===== config.mk =====
export PLATFORM = sky130hd
export DESIGN_NAME = cardCfgFsm
export DESIGN_NICKNAME = d
export VERILOG_FILES = /design/src/rtl/cardCfgPkg.sv /design/src/rtl/cardCfgCtrl.sv /design/src/rtl/cardCsnPath.sv /design/src/rtl/cardCfgFsm.sv
export SDC_FILE = /design/constraint.sdc
export NUM_CORES = 1
export LEC_CHECK = 0
export BUFFER_PORTS_ARGS = -buffer_cell sky130_fd_sc_hd__buf_2
export CORE_UTILIZATION = 37
export CTS_CLUSTER_DIAMETER = 50
export DETAILED_ROUTE_END_ITERATION = 8
export PLACE_DENSITY = 0.7
export SLEW_MARGIN = 10
export SYNTH_ARGS = -nofsm -noshare
export SYNTH_HDL_FRONTEND = slang
export SYNTH_HIERARCHICAL = 1
export SYNTH_SLANG_ARGS = --single-unit

===== constraint.sdc =====
create_clock -name clk -period 1.65 [get_ports clk]
set_clock_uncertainty 0.05 [all_clocks]
set_input_delay 0.0825 -clock clk [delete_from_list [all_inputs] [get_ports clk]]
set_output_delay 0.0825 -clock clk [all_outputs]
set_load 0.01 [all_outputs]

===== src/rtl/cardCfgPkg.sv =====
package cardCfgPkg;

  localparam int CTRL_W = 3;

  typedef enum logic [1:0] {
    ST_WAIT_KEY = 2'd0,
    ST_SLEEP    = 2'd1,
    ST_ISOLATE  = 2'd2,
    ST_CONFIG   = 2'd3
  } cfgState_e;

  // strobes from control to the select-number datapath
  typedef struct packed {
    logic csnLoad;
    logic csnClear;
    logic ptrRst;
  } dpStrobe_t;

endpackage


===== src/rtl/cardCfgCtrl.sv =====
module cardCfgCtrl
  import cardCfgPkg::*;
#(
  parameter int CSN_W = 8
) (
  input  logic              clk,
  input  logic              rstN,
  input  logic              busReset,
  input  logic              keySeen,
  input  logic              wakeStb,
  input  logic [CSN_W-1:0]  wakeData,
  input  logic              csnWrStb,
  input  logic              ctrlWrStb,
  input  logic [CTRL_W-1:0] ctrlWrData,
  input  logic              isoLost,
  input  logic [CSN_W-1:0]  csnCur,
  output cfgState_e         stateQ,
  output dpStrobe_t         dpStb
);

  cfgState_e stateNxt;
  logic      wakeMatch;
  logic      wakeZero;

  assign wakeMatch = (wakeData == csnCur);
  assign wakeZero  = (wakeData == '0);

  always_comb begin
    stateNxt = stateQ;
    dpStb    = '0;
    if (busReset) begin
      stateNxt       = ST_WAIT_KEY;
      dpStb.csnClear = 1'b1;
    end else if (stateQ == ST_WAIT_KEY) begin
      if (keySeen) stateNxt = ST_SLEEP;
    end else if (ctrlWrStb) begin
      if (ctrlWrData[2]) dpStb.csnClear = 1'b1;
      if (ctrlWrData[1]) stateNxt = ST_WAIT_KEY;
    end else if (wakeStb) begin
      if (wakeMatch && wakeZero) begin
        stateNxt     = ST_ISOLATE;
        dpStb.ptrRst = 1'b1;
      end else if (wakeMatch) begin
        stateNxt = ST_CONFIG;
      end else begin
        stateNxt = ST_SLEEP;
      end
    end else if (csnWrStb && (stateQ == ST_ISOLATE || stateQ == ST_CONFIG)) begin
      dpStb.csnLoad = 1'b1;
      stateNxt      = ST_CONFIG;
    end else if (isoLost && stateQ == ST_ISOLATE) begin
      stateNxt = ST_SLEEP;
    end
  end

  always_ff @(posedge clk or negedge rstN) begin
    if (!rstN) stateQ <= ST_WAIT_KEY;
    else       stateQ <= stateNxt;
  end

  AST_BUS_RESET_KEYWAIT: assert property (@(posedge clk) disable iff (!rstN)
    busReset |=> stateQ == ST_WAIT_KEY) else $error("bus reset state");
  AST_KEYWAIT_HOLD: assert property (@(posedge clk) disable iff (!rstN)
    (stateQ == ST_WAIT_KEY && !keySeen && !busReset) |=> stateQ == ST_WAIT_KEY)
    else $error("left key wait");
  AST_KEY_TO_SLEEP: assert property (@(posedge clk) disable iff (!rstN)
    (stateQ == ST_WAIT_KEY && keySeen && !busReset) |=> stateQ == ST_SLEEP)
    else $error("key not taken");
  AST_ISO_LOST_SLEEP: assert property (@(posedge clk) disable iff (!rstN)
    (stateQ == ST_ISOLATE && isoLost && !busReset && !ctrlWrStb && !wakeStb && !csnWrStb)
    |=> stateQ == ST_SLEEP) else $error("isolation loss");

endmodule


===== src/rtl/cardCsnPath.sv =====
module cardCsnPath
  import cardCfgPkg::*;
#(
  parameter int CSN_W = 8
) (
  input  logic             clk,
  input  logic             rstN,
  input  dpStrobe_t        dpStb,
  input  logic [CSN_W-1:0] csnWrData,
  output logic [CSN_W-1:0] csnQ,
  output logic             ptrRstQ
);

  always_ff @(posedge clk or negedge rstN) begin
    if (!rstN) begin
      csnQ    <= '0;
      ptrRstQ <= 1'b0;
    end else begin
      ptrRstQ <= dpStb.ptrRst;
      if (dpStb.csnClear)     csnQ <= '0;
      else if (dpStb.csnLoad) csnQ <= csnWrData;
    end
  end

endmodule


===== src/rtl/cardCfgFsm.sv =====
module cardCfgFsm
  import cardCfgPkg::*;
#(
  parameter int CSN_W = 8
) (
  input  logic              clk,
  input  logic              rstN,
  input  logic              busReset,
  input  logic              keySeen,
  input  logic              wakeStb,
  input  logic [CSN_W-1:0]  wakeData,
  input  logic              csnWrStb,
  input  logic [CSN_W-1:0]  csnWrData,
  input  logic              ctrlWrStb,
  input  logic [CTRL_W-1:0] ctrlWrData,
  input  logic              isoLost,
  output logic [1:0]        cfgState,
  output logic [CSN_W-1:0]  csn,
  output logic              serialPtrRst,
  output logic              portEnable,
  output logic              isoActive,
  output logic              cfgActive
);

  cfgState_e        stateQ;
  dpStrobe_t        dpStb;
  logic [CSN_W-1:0] csnQ;
  logic             ptrRstQ;

  cardCfgCtrl #(.CSN_W(CSN_W)) ctrlU (
    .clk(clk), .rstN(rstN), .busReset(busReset), .keySeen(keySeen),
    .wakeStb(wakeStb), .wakeData(wakeData), .csnWrStb(csnWrStb),
    .ctrlWrStb(ctrlWrStb), .ctrlWrData(ctrlWrData), .isoLost(isoLost),
    .csnCur(csnQ), .stateQ(stateQ), .dpStb(dpStb)
  );

  cardCsnPath #(.CSN_W(CSN_W)) pathU (
    .clk(clk), .rstN(rstN), .dpStb(dpStb), .csnWrData(csnWrData),
    .csnQ(csnQ), .ptrRstQ(ptrRstQ)
  );

  assign cfgState     = stateQ;
  assign csn          = csnQ;
  assign serialPtrRst = ptrRstQ;
  assign portEnable   = (stateQ != ST_WAIT_KEY);
  assign isoActive    = (stateQ == ST_ISOLATE);
  assign cfgActive    = (stateQ == ST_CONFIG);

  AST_BUS_RESET_CSN: assert property (@(posedge clk) disable iff (!rstN)
    busReset |=> csn == '0) else $error("bus reset csn");
  AST_ISO_ENTRY: assert property (@(posedge clk) disable iff (!rstN)
    (cfgState == 2'd1 && wakeStb && wakeData == '0 && csn == '0 && !busReset && !ctrlWrStb)
    |=> (cfgState == 2'd2 && serialPtrRst)) else $error("iso entry");
  AST_ISO_RETRY: assert property (@(posedge clk) disable iff (!rstN)
    (cfgState == 2'd2 && wakeStb && wakeData == '0 && csn == '0 && !busReset && !ctrlWrStb)
    |=> (cfgState == 2'd2 && serialPtrRst)) else $error("iso retry");
  AST_WAKE_MATCH: assert property (@(posedge clk) disable iff (!rstN)
    (portEnable && wakeStb && wakeData != '0 && wakeData == csn && !busReset && !ctrlWrStb)
    |=> cfgState == 2'd3) else $error("wake match");
  AST_WAKE_MISS: assert property (@(posedge clk) disable iff (!rstN)
    (portEnable && wakeStb && wakeData != csn && !busReset && !ctrlWrStb)
    |=> cfgState == 2'd1) else $error("wake miss");
  AST_CSN_ASSIGN: assert property (@(posedge clk) disable iff (!rstN)
    (cfgState == 2'd2 && csnWrStb && !wakeStb && !ctrlWrStb && !busReset)
    |=> (cfgState == 2'd3 && csn == $past(csnWrData))) else $error("csn assign");
  AST_SOFT_RETURN: assert property (@(posedge clk) disable iff (!rstN)
    (portEnable && ctrlWrStb && ctrlWrData[2:1] == 2'b01 && !busReset)
    |=> (cfgState == 2'd0 && $stable(csn))) else $error("soft return");
  AST_FULL_CTRL_RESET: assert property (@(posedge clk) disable iff (!rstN)
    (portEnable && ctrlWrStb && ctrlWrData == 3'b111)
    |=> (cfgState == 2'd0 && csn == '0)) else $error("ctrl full reset");
  AST_ENABLE_ONEHOT: assert property (@(posedge clk) disable iff (!rstN)
    $onehot0({isoActive, cfgActive}) && ((isoActive || cfgActive) -> portEnable))
    else $error("enables");

endmodule


==> reports/qor.yml, run 1 <==
outcome:
  status: "finished clean"
sta:
  relSlewSlack_pct: 61.3
  setup_slack_ns: 0.168
  rsz0062_at_grt: "false"
  tightestPinTransition_ns: 0.577
  finalHoldViolCount: 0
  period_minus_slack_ns: 1.48
  min_period_over_period_pct: 89.8
  fin_setup_tns_ns: 0
  setup_viol: 0
  finalMaxSlewViolations: 0
  timing.fmax_ghz: 0.675
place:
  io_buffers: 39
  place.gp.congestion: 0.869
  hpwlAfterDp_mm: 1.34
  place_ws_ns: 0.122
final_layout:
  drive_above_1_share_pct: 43.3
  diodes: 0
  final_nets: 148
  syn2layout_area_growth_pct: 43.9
  utilization_pct: 57.3
synth:
  ys_warn_count: 6
  synthTopCellsByArea: "dfrtp_1, mux2i_1, xnor2_1"
  ys.flop_type: "dfrtp_1"
  synth.most_common_cell: "dfrtp_1"
  netlist_instances: 73
  synth_area_leader_cell: "dfrtp_1"
  synthDistinctLibCells: 27
  avgSynthCellArea_um2: 9.53
  synth_common_cells: "dfrtp_1, mux2i_1, nor2_1"
  synth_seq_area_share_pct: 39.6
  synth_top_cell_area_share_pct: 39.6
  synthesis.area_um2: 696
  async_reset_ff_share_pct: 100
  synth_nets: 100
  ys_ff_latch: 11
  synth_edf_count: 0
grt:
  gr-total-overflow: 0
  grt_pass1_wl_mm: 2.61
  grt_pass1_vias: 659
  grt_max_degree: 12
  grt_usage_pct: 18.2
  antenna_found_initial: 0
clock_network:
  clockBufferDepth: 2
  cts.sinks: 11
  cts_root_buf: "clkbuf_4"
  htreeDepth: 1
  clock_latency_ns: 0.26
  post-cts-setup-buffers: 0
  cts-buffers-inserted: 3
  clkSlewWorstSetupHoldPaths_ns: 0.08
  cts_tree: "yes"
power_and_ir_drop:
  powerDensity_nw_per_um2: 598
  leakagePower_nw: 0.479
  total_power_mw: 0.598
  ir_worst_vdd_uv: 326
route:
  drc: 0
  wire_per_inst_um: 11.6
  wl_mm: 1.68
  drt_first_pass_iters: 4
  drt-initial-drc-count: 13
  vias: 706
  vias_per_cell: 4.87
  final_antenna_net_count: 0
floorplan:
  std_cell_rows: 15
  core_um2: 1750
  die_x_um: 45.4
  die_h_um: 45.4
  ios: 41
  initial_core_util_pct: 39.9
  dieArea_um2: 2060
setup_path:
  worstSetupStartpointType: "flop"
  worstReg2RegStart: "pathU/csnQ[4]"
  worst-path-max-fanout: 3
  cp-startpoint: "pathU/csnQ[4]"
  cp.arrival_ns: 1.63
  cp-end-kind: "flop"
  crit_required_ns: 1.79
  path_class: "flop to flop"
min_path:
  hold_path.class: "primary input to flop"
  hold_start: "csnWrData[5]"
flow_run:
  max_cap_violations: 0
-- cell families (layout without fill, tap and decap cells) --
family | count (synthesis) | after routing | synth area share (%)
buffers and inverters | 4 | 51 | 3.24
AND/OR/NAND/NOR | 30 | 30 | 22.8
AO/OA/AOI/OAI | 10 | 10 | 9.89
multiplexers | 10 | 10 | 14.4
flip-flops | 11 | 11 | 39.6
XOR/XNOR | 8 | 8 | 10.1
-- flip-flops by register name, summed over array words and instances, names as in the netlist --
register,flops
pathU/ptrRstQ,1
ctrlU/stateQ,2
pathU/csnQ,8
-- per-layer routing --
| metal | track usage [%] | share of wire, % | wire, um | vias up |
|---|---|---|---|---|
| li1 | - | - | - | 355 |
| met1 | 21.4 | 45 | 758 | 318 |
| met2 | 31.3 | 48 | 800 | 31 |
| met3 | 3.60 | 6.1 | 103 | 2 |
| met4 | 9.09 | 1.2 | 20 | 0 |
| met5 | 0 | 0 | 0 | - |
-- repair_timing --
action,CTS,global route
endpoints found under the setup margin,0,7
hold buffers,1,0
endpoints found under the hold margin,11,0
gates resized for setup,0,2
-- stage by stage --
step | cell area [um^2] | hold WS [ns] | std cells
floorplan | 696 | -0.263 | 73
global placement | 957 | -0.0909 | 140
detailed placement | 957 | -0.0897 | 140
CTS | 995 | 0.00497 | 145
global route | 1000 | 0.0334 | 145
finish | 1000 | 0.0140 | 145
-- final timing paths --
path / to / slack [ns] / depth (start not counted)
setup / recovery: pathU/ptrRstQ / 0.17 / 4
hold / removal: pathU/csnQ[5] / 0.01 / 3
setup reg to reg: pathU/ptrRstQ / 0.17 / 4
hold reg to reg: pathU/csnQ[5] / 0.53 / 2
max in group asynchronous: pathU/csnQ[6] / 1.18 / 2
min in group asynchronous: pathU/ptrRstQ / 0.16 / 2
-- critical path, cell delays in order, from the launching register on --
cell and delay (ns):
dfrtp_1 0.41, xnor2_1 0.16, nand3_1 0.11, or4_1 0.55
nor2_1 0.13
-- cell type report --
class	count	area [um^2]
Tap cell	25	31.3
Multi-Input combinational cell	58	404
Clock inverter	1	5.00
Inverter	2	7.51
Fill cell	167	744
Sequential cell	11	275
Timing Repair Buffer	45	255
Clock buffer	3	22.5
-- layout by cell type (no fill, tap or decap), types with 2 or more instances in the layout --
master	n
nand2b_1	2
buf_2	39
xnor2_1	8
mux2i_1	10
nand2_1	4
buf_4	4
o21ai_1	2
nor4_1	2
inv_1	2
dfrtp_1	11
nor2_1	10
clkbuf_4	3
o41ai_1	2
a22oi_1	3
-- report_power, final --
part	switching, mW	internal, mW
combinational	0.0710	0.0729
clock	0.0881	0.0895
sequential	0.00293	0.274
total	0.162	0.436
Power figures use the tool's default switching activity.
==> run 2: changes to the inputs <==
GPL_TIMING_DRIVEN = 0   (was unset)
==> run 2 against run 1 <==
Effect of this change:
- utilization is 0.36 points higher
- clock-buffer cell count stayed put
- worst hold slack worse by 0.0076 ns
- flip-flop and latch count stayed put
- non-clock buffer count is 1 higher
- maximum frequency is 0.81% lower
- final cell count is 0.69% higher
- sequential share of layout area is 0.077 points higher
- clock power hardly changed
- routed wire length is 2.3% lower
- power is 0.49% higher
- critical path depth stayed put
==> reports/qor.yml, run 2 (synthesis gave the netlist of run 1 again) <==
route:
  drt-initial-drc-count: 7  # -6
  vias: 713  # +0.99%
  vias_per_cell: 4.88  # +0.30%
  drc: 0  # unchanged
  drt_first_pass_iters: 4  # unchanged
  wl_mm: 1.64  # -2.3%
  wire_per_inst_um: 11.3  # -3.0%
  final_antenna_net_count: 0  # unchanged
final_layout:
  final_cell_mix: "buf_2, nor2_1, mux2i_1, dfrtp_1, xnor2_1"
  syn2layout_area_growth_pct: 44.8
  regMostFlops: "pathU/csnQ"
  largest_register_ffs: 8  # unchanged
  final_nets: 149  # +0.68%
  diodes: 0  # unchanged
  drive_above_1_share_pct: 44.6  # +1.3 points
  utilization_pct: 57.7  # +0.36 points
  final_common_cell: "buf_2"
  reg.largest.list: "pathU/csnQ x8, ctrlU/stateQ x2, pathU/ptrRstQ x1"
  fin_area_um2: 1010  # +0.63%
  instances_no_fill: 146  # +0.69%
clock_network:
  cts.sinks: 11  # unchanged
  cts_tree: "yes"
  clockBufferDepth: 2  # unchanged
  htreeDepth: 1  # unchanged
  cts_root_buf: "clkbuf_4"
  cts-buffers-inserted: 3  # unchanged
  clock_latency_ns: 0.26  # about the same
  clkSlewWorstSetupHoldPaths_ns: 0.08  # about the same
grt:
  gr-total-overflow: 0  # unchanged
  grt_usage_pct: 17.8  # -0.46 points
  antenna_found_initial: 0  # unchanged
  grt_pass1_wl_mm: 2.57  # -1.6%
  grt_max_degree: 12  # unchanged
  grt_pass1_vias: 632  # -4.1%
min_path:
  hold_depth: 3  # unchanged
  hold_start: "csnWrData[5]"
  whs_endpoint: "pathU/csnQ[5]"
  hold_path.class: "primary input to flop"
setup_path:
  worstReg2RegStart: "pathU/csnQ[5]"
  cp_cell_sequence: "xnor2_1 > nand4b_1 > or4_1 > nor2_1"
  cp-end-kind: "flop"
  crit_required_ns: 1.80  # about the same
  cp.arrival_ns: 1.64  # about the same
  cp-startpoint: "pathU/csnQ[5]"
  rr_worst_depth: 4  # unchanged
  path_class: "flop to flop"
  r2r_slack_ns: 0.16  # about the same
  worst-path-max-fanout: 3  # unchanged
  crit_path_max_incr_delay_ns: 0.50  # -0.05 ns
  worstSetupStartpointType: "flop"
  r2r-end: "pathU/ptrRstQ"
  cp_slowest_cell: "or4_1"
place:
  place.gp.congestion: 0.834  # -4.0%
  dpl_cell_area_um2: 922  # -3.7%
  io_buffers: 39  # unchanged
  post-place-cells: 137  # -2.1%
  hpwlAfterDp_mm: 1.28  # -4.0%
power_and_ir_drop:
  total_power_mw: 0.601  # +0.49%
  comb_power_share_pct: 23.3  # -0.8 points
  leakagePower_nw: 0.477  # -0.37%
  powerDensity_nw_per_um2: 597  # -0.14%
  ir_worst_vdd_uv: 366  # +12%
  seq_power_share_pct: 46.9  # +0.6 points
  p_sw_mw: 0.164  # +1.5%
  p_sw_share_pct: 27.4  # +0.27 points
  p_int_mw: 0.437  # +0.11%
  clkPwrFrac_pct: 29.8  # about the same
floorplan:
  ios: 41  # unchanged
  dieArea_um2: 2060  # unchanged
  die_x_um: 45.4  # unchanged
  die_h_um: 45.4  # unchanged
  core_um2: 1750  # unchanged
  std_cell_rows: 15  # unchanged
  initial_core_util_pct: 39.9  # unchanged
sta:
  min_period_over_period_pct: 90.5  # +0.73 points
  timing.fmax_ghz: 0.669  # -0.81%
  finalMaxSlewViolations: 0  # unchanged
  period_minus_slack_ns: 1.49  # +0.0121 ns
  relSlewSlack_pct: 75.2  # +14 points
  tightestPinTransition_ns: 0.372  # -0.205 ns
  setup_viol: 0  # unchanged
  finalHoldViolCount: 0  # unchanged
flow_run:
  max_cap_violations: 0  # unchanged
outcome:
  status: "finished clean"
==> run 2: worst max-delay path, delay by kind of cell (launching register included) <==
| kind | cells | cell delay, ns |
|---|---|---|
| XOR/XNOR | 1 | 0.23 |
| flip-flops | 1 | 0.41 |
| AND/OR/NAND/NOR | 3 | 0.73 |
==> run 2: final cells by class <==
cell class / instances / area, um^2
Fill cell: 172 / 738
Multi-Input combinational cell: 58 / 413
Clock inverter: 1 / 5.00
Clock buffer: 3 / 22.5
Inverter: 2 / 7.51
Timing Repair Buffer: 44 / 235
Sequential cell: 11 / 278
Tap cell: 25 / 31.3
Buffer: 2 / 15.0
==> run 2: worst max-delay path by stage <==
stage	to	slack, ns	cells past startpoint
2_1_floorplan	pathU/csnQ[0]	0.05	6
3_3_place_gp	pathU/csnQ[6]	-0.09	6
3_5_place_dp	pathU/csnQ[1]	-0.09	6
4_1_cts	pathU/csnQ[3]	0.02	6
5_1_grt	pathU/csnQ[3]	-0.004	6
6_report	pathU/ptrRstQ	0.16	4
==> run 2: repair_timing <==
action | in CTS | in global routing
setup endpoints to repair | 8 | 8
gates resized for setup | 2 | 2
buffers inserted | 0 | 4
pin swaps | 0 | 0
hold buffers | 1 | 0
endpoints found under the hold margin | 11 | 0
==> run 2: power by group through the flow <==
stage	logic (mW)	clock network (mW)	registers [mW]
CTS	0.123	0.183	0.283
detailed placement	0.119	0	0.288
finish	0.140	0.179	0.282
global placement	0.118	0	0.287
floorplan	0.0572	0	0.288
global route	0.154	0.199	0.283
==> run 2: per-stage QoR <==
step                      setup TNS (ns)  hold slack [ns]  worst slack (ns)
final                                  0          0.00633             0.156
after global routing            -0.00427          0.00911          -0.00427
after CTS                              0          0.00201            0.0181
after detailed placement          -0.637          -0.0862           -0.0852
after global placement            -0.640          -0.0903           -0.0930
after floorplan                        0           -0.263            0.0474
==> run 2: layer usage <==
metal  global-route usage [%]  vias to the layer above  wire [um]
met5                        0                        -          0
met4                     9.09                        0         19
met3                     4.00                        2        107
met2                     29.6                       27        790
met1                     21.3                      329        725
li1                         -                      355          -
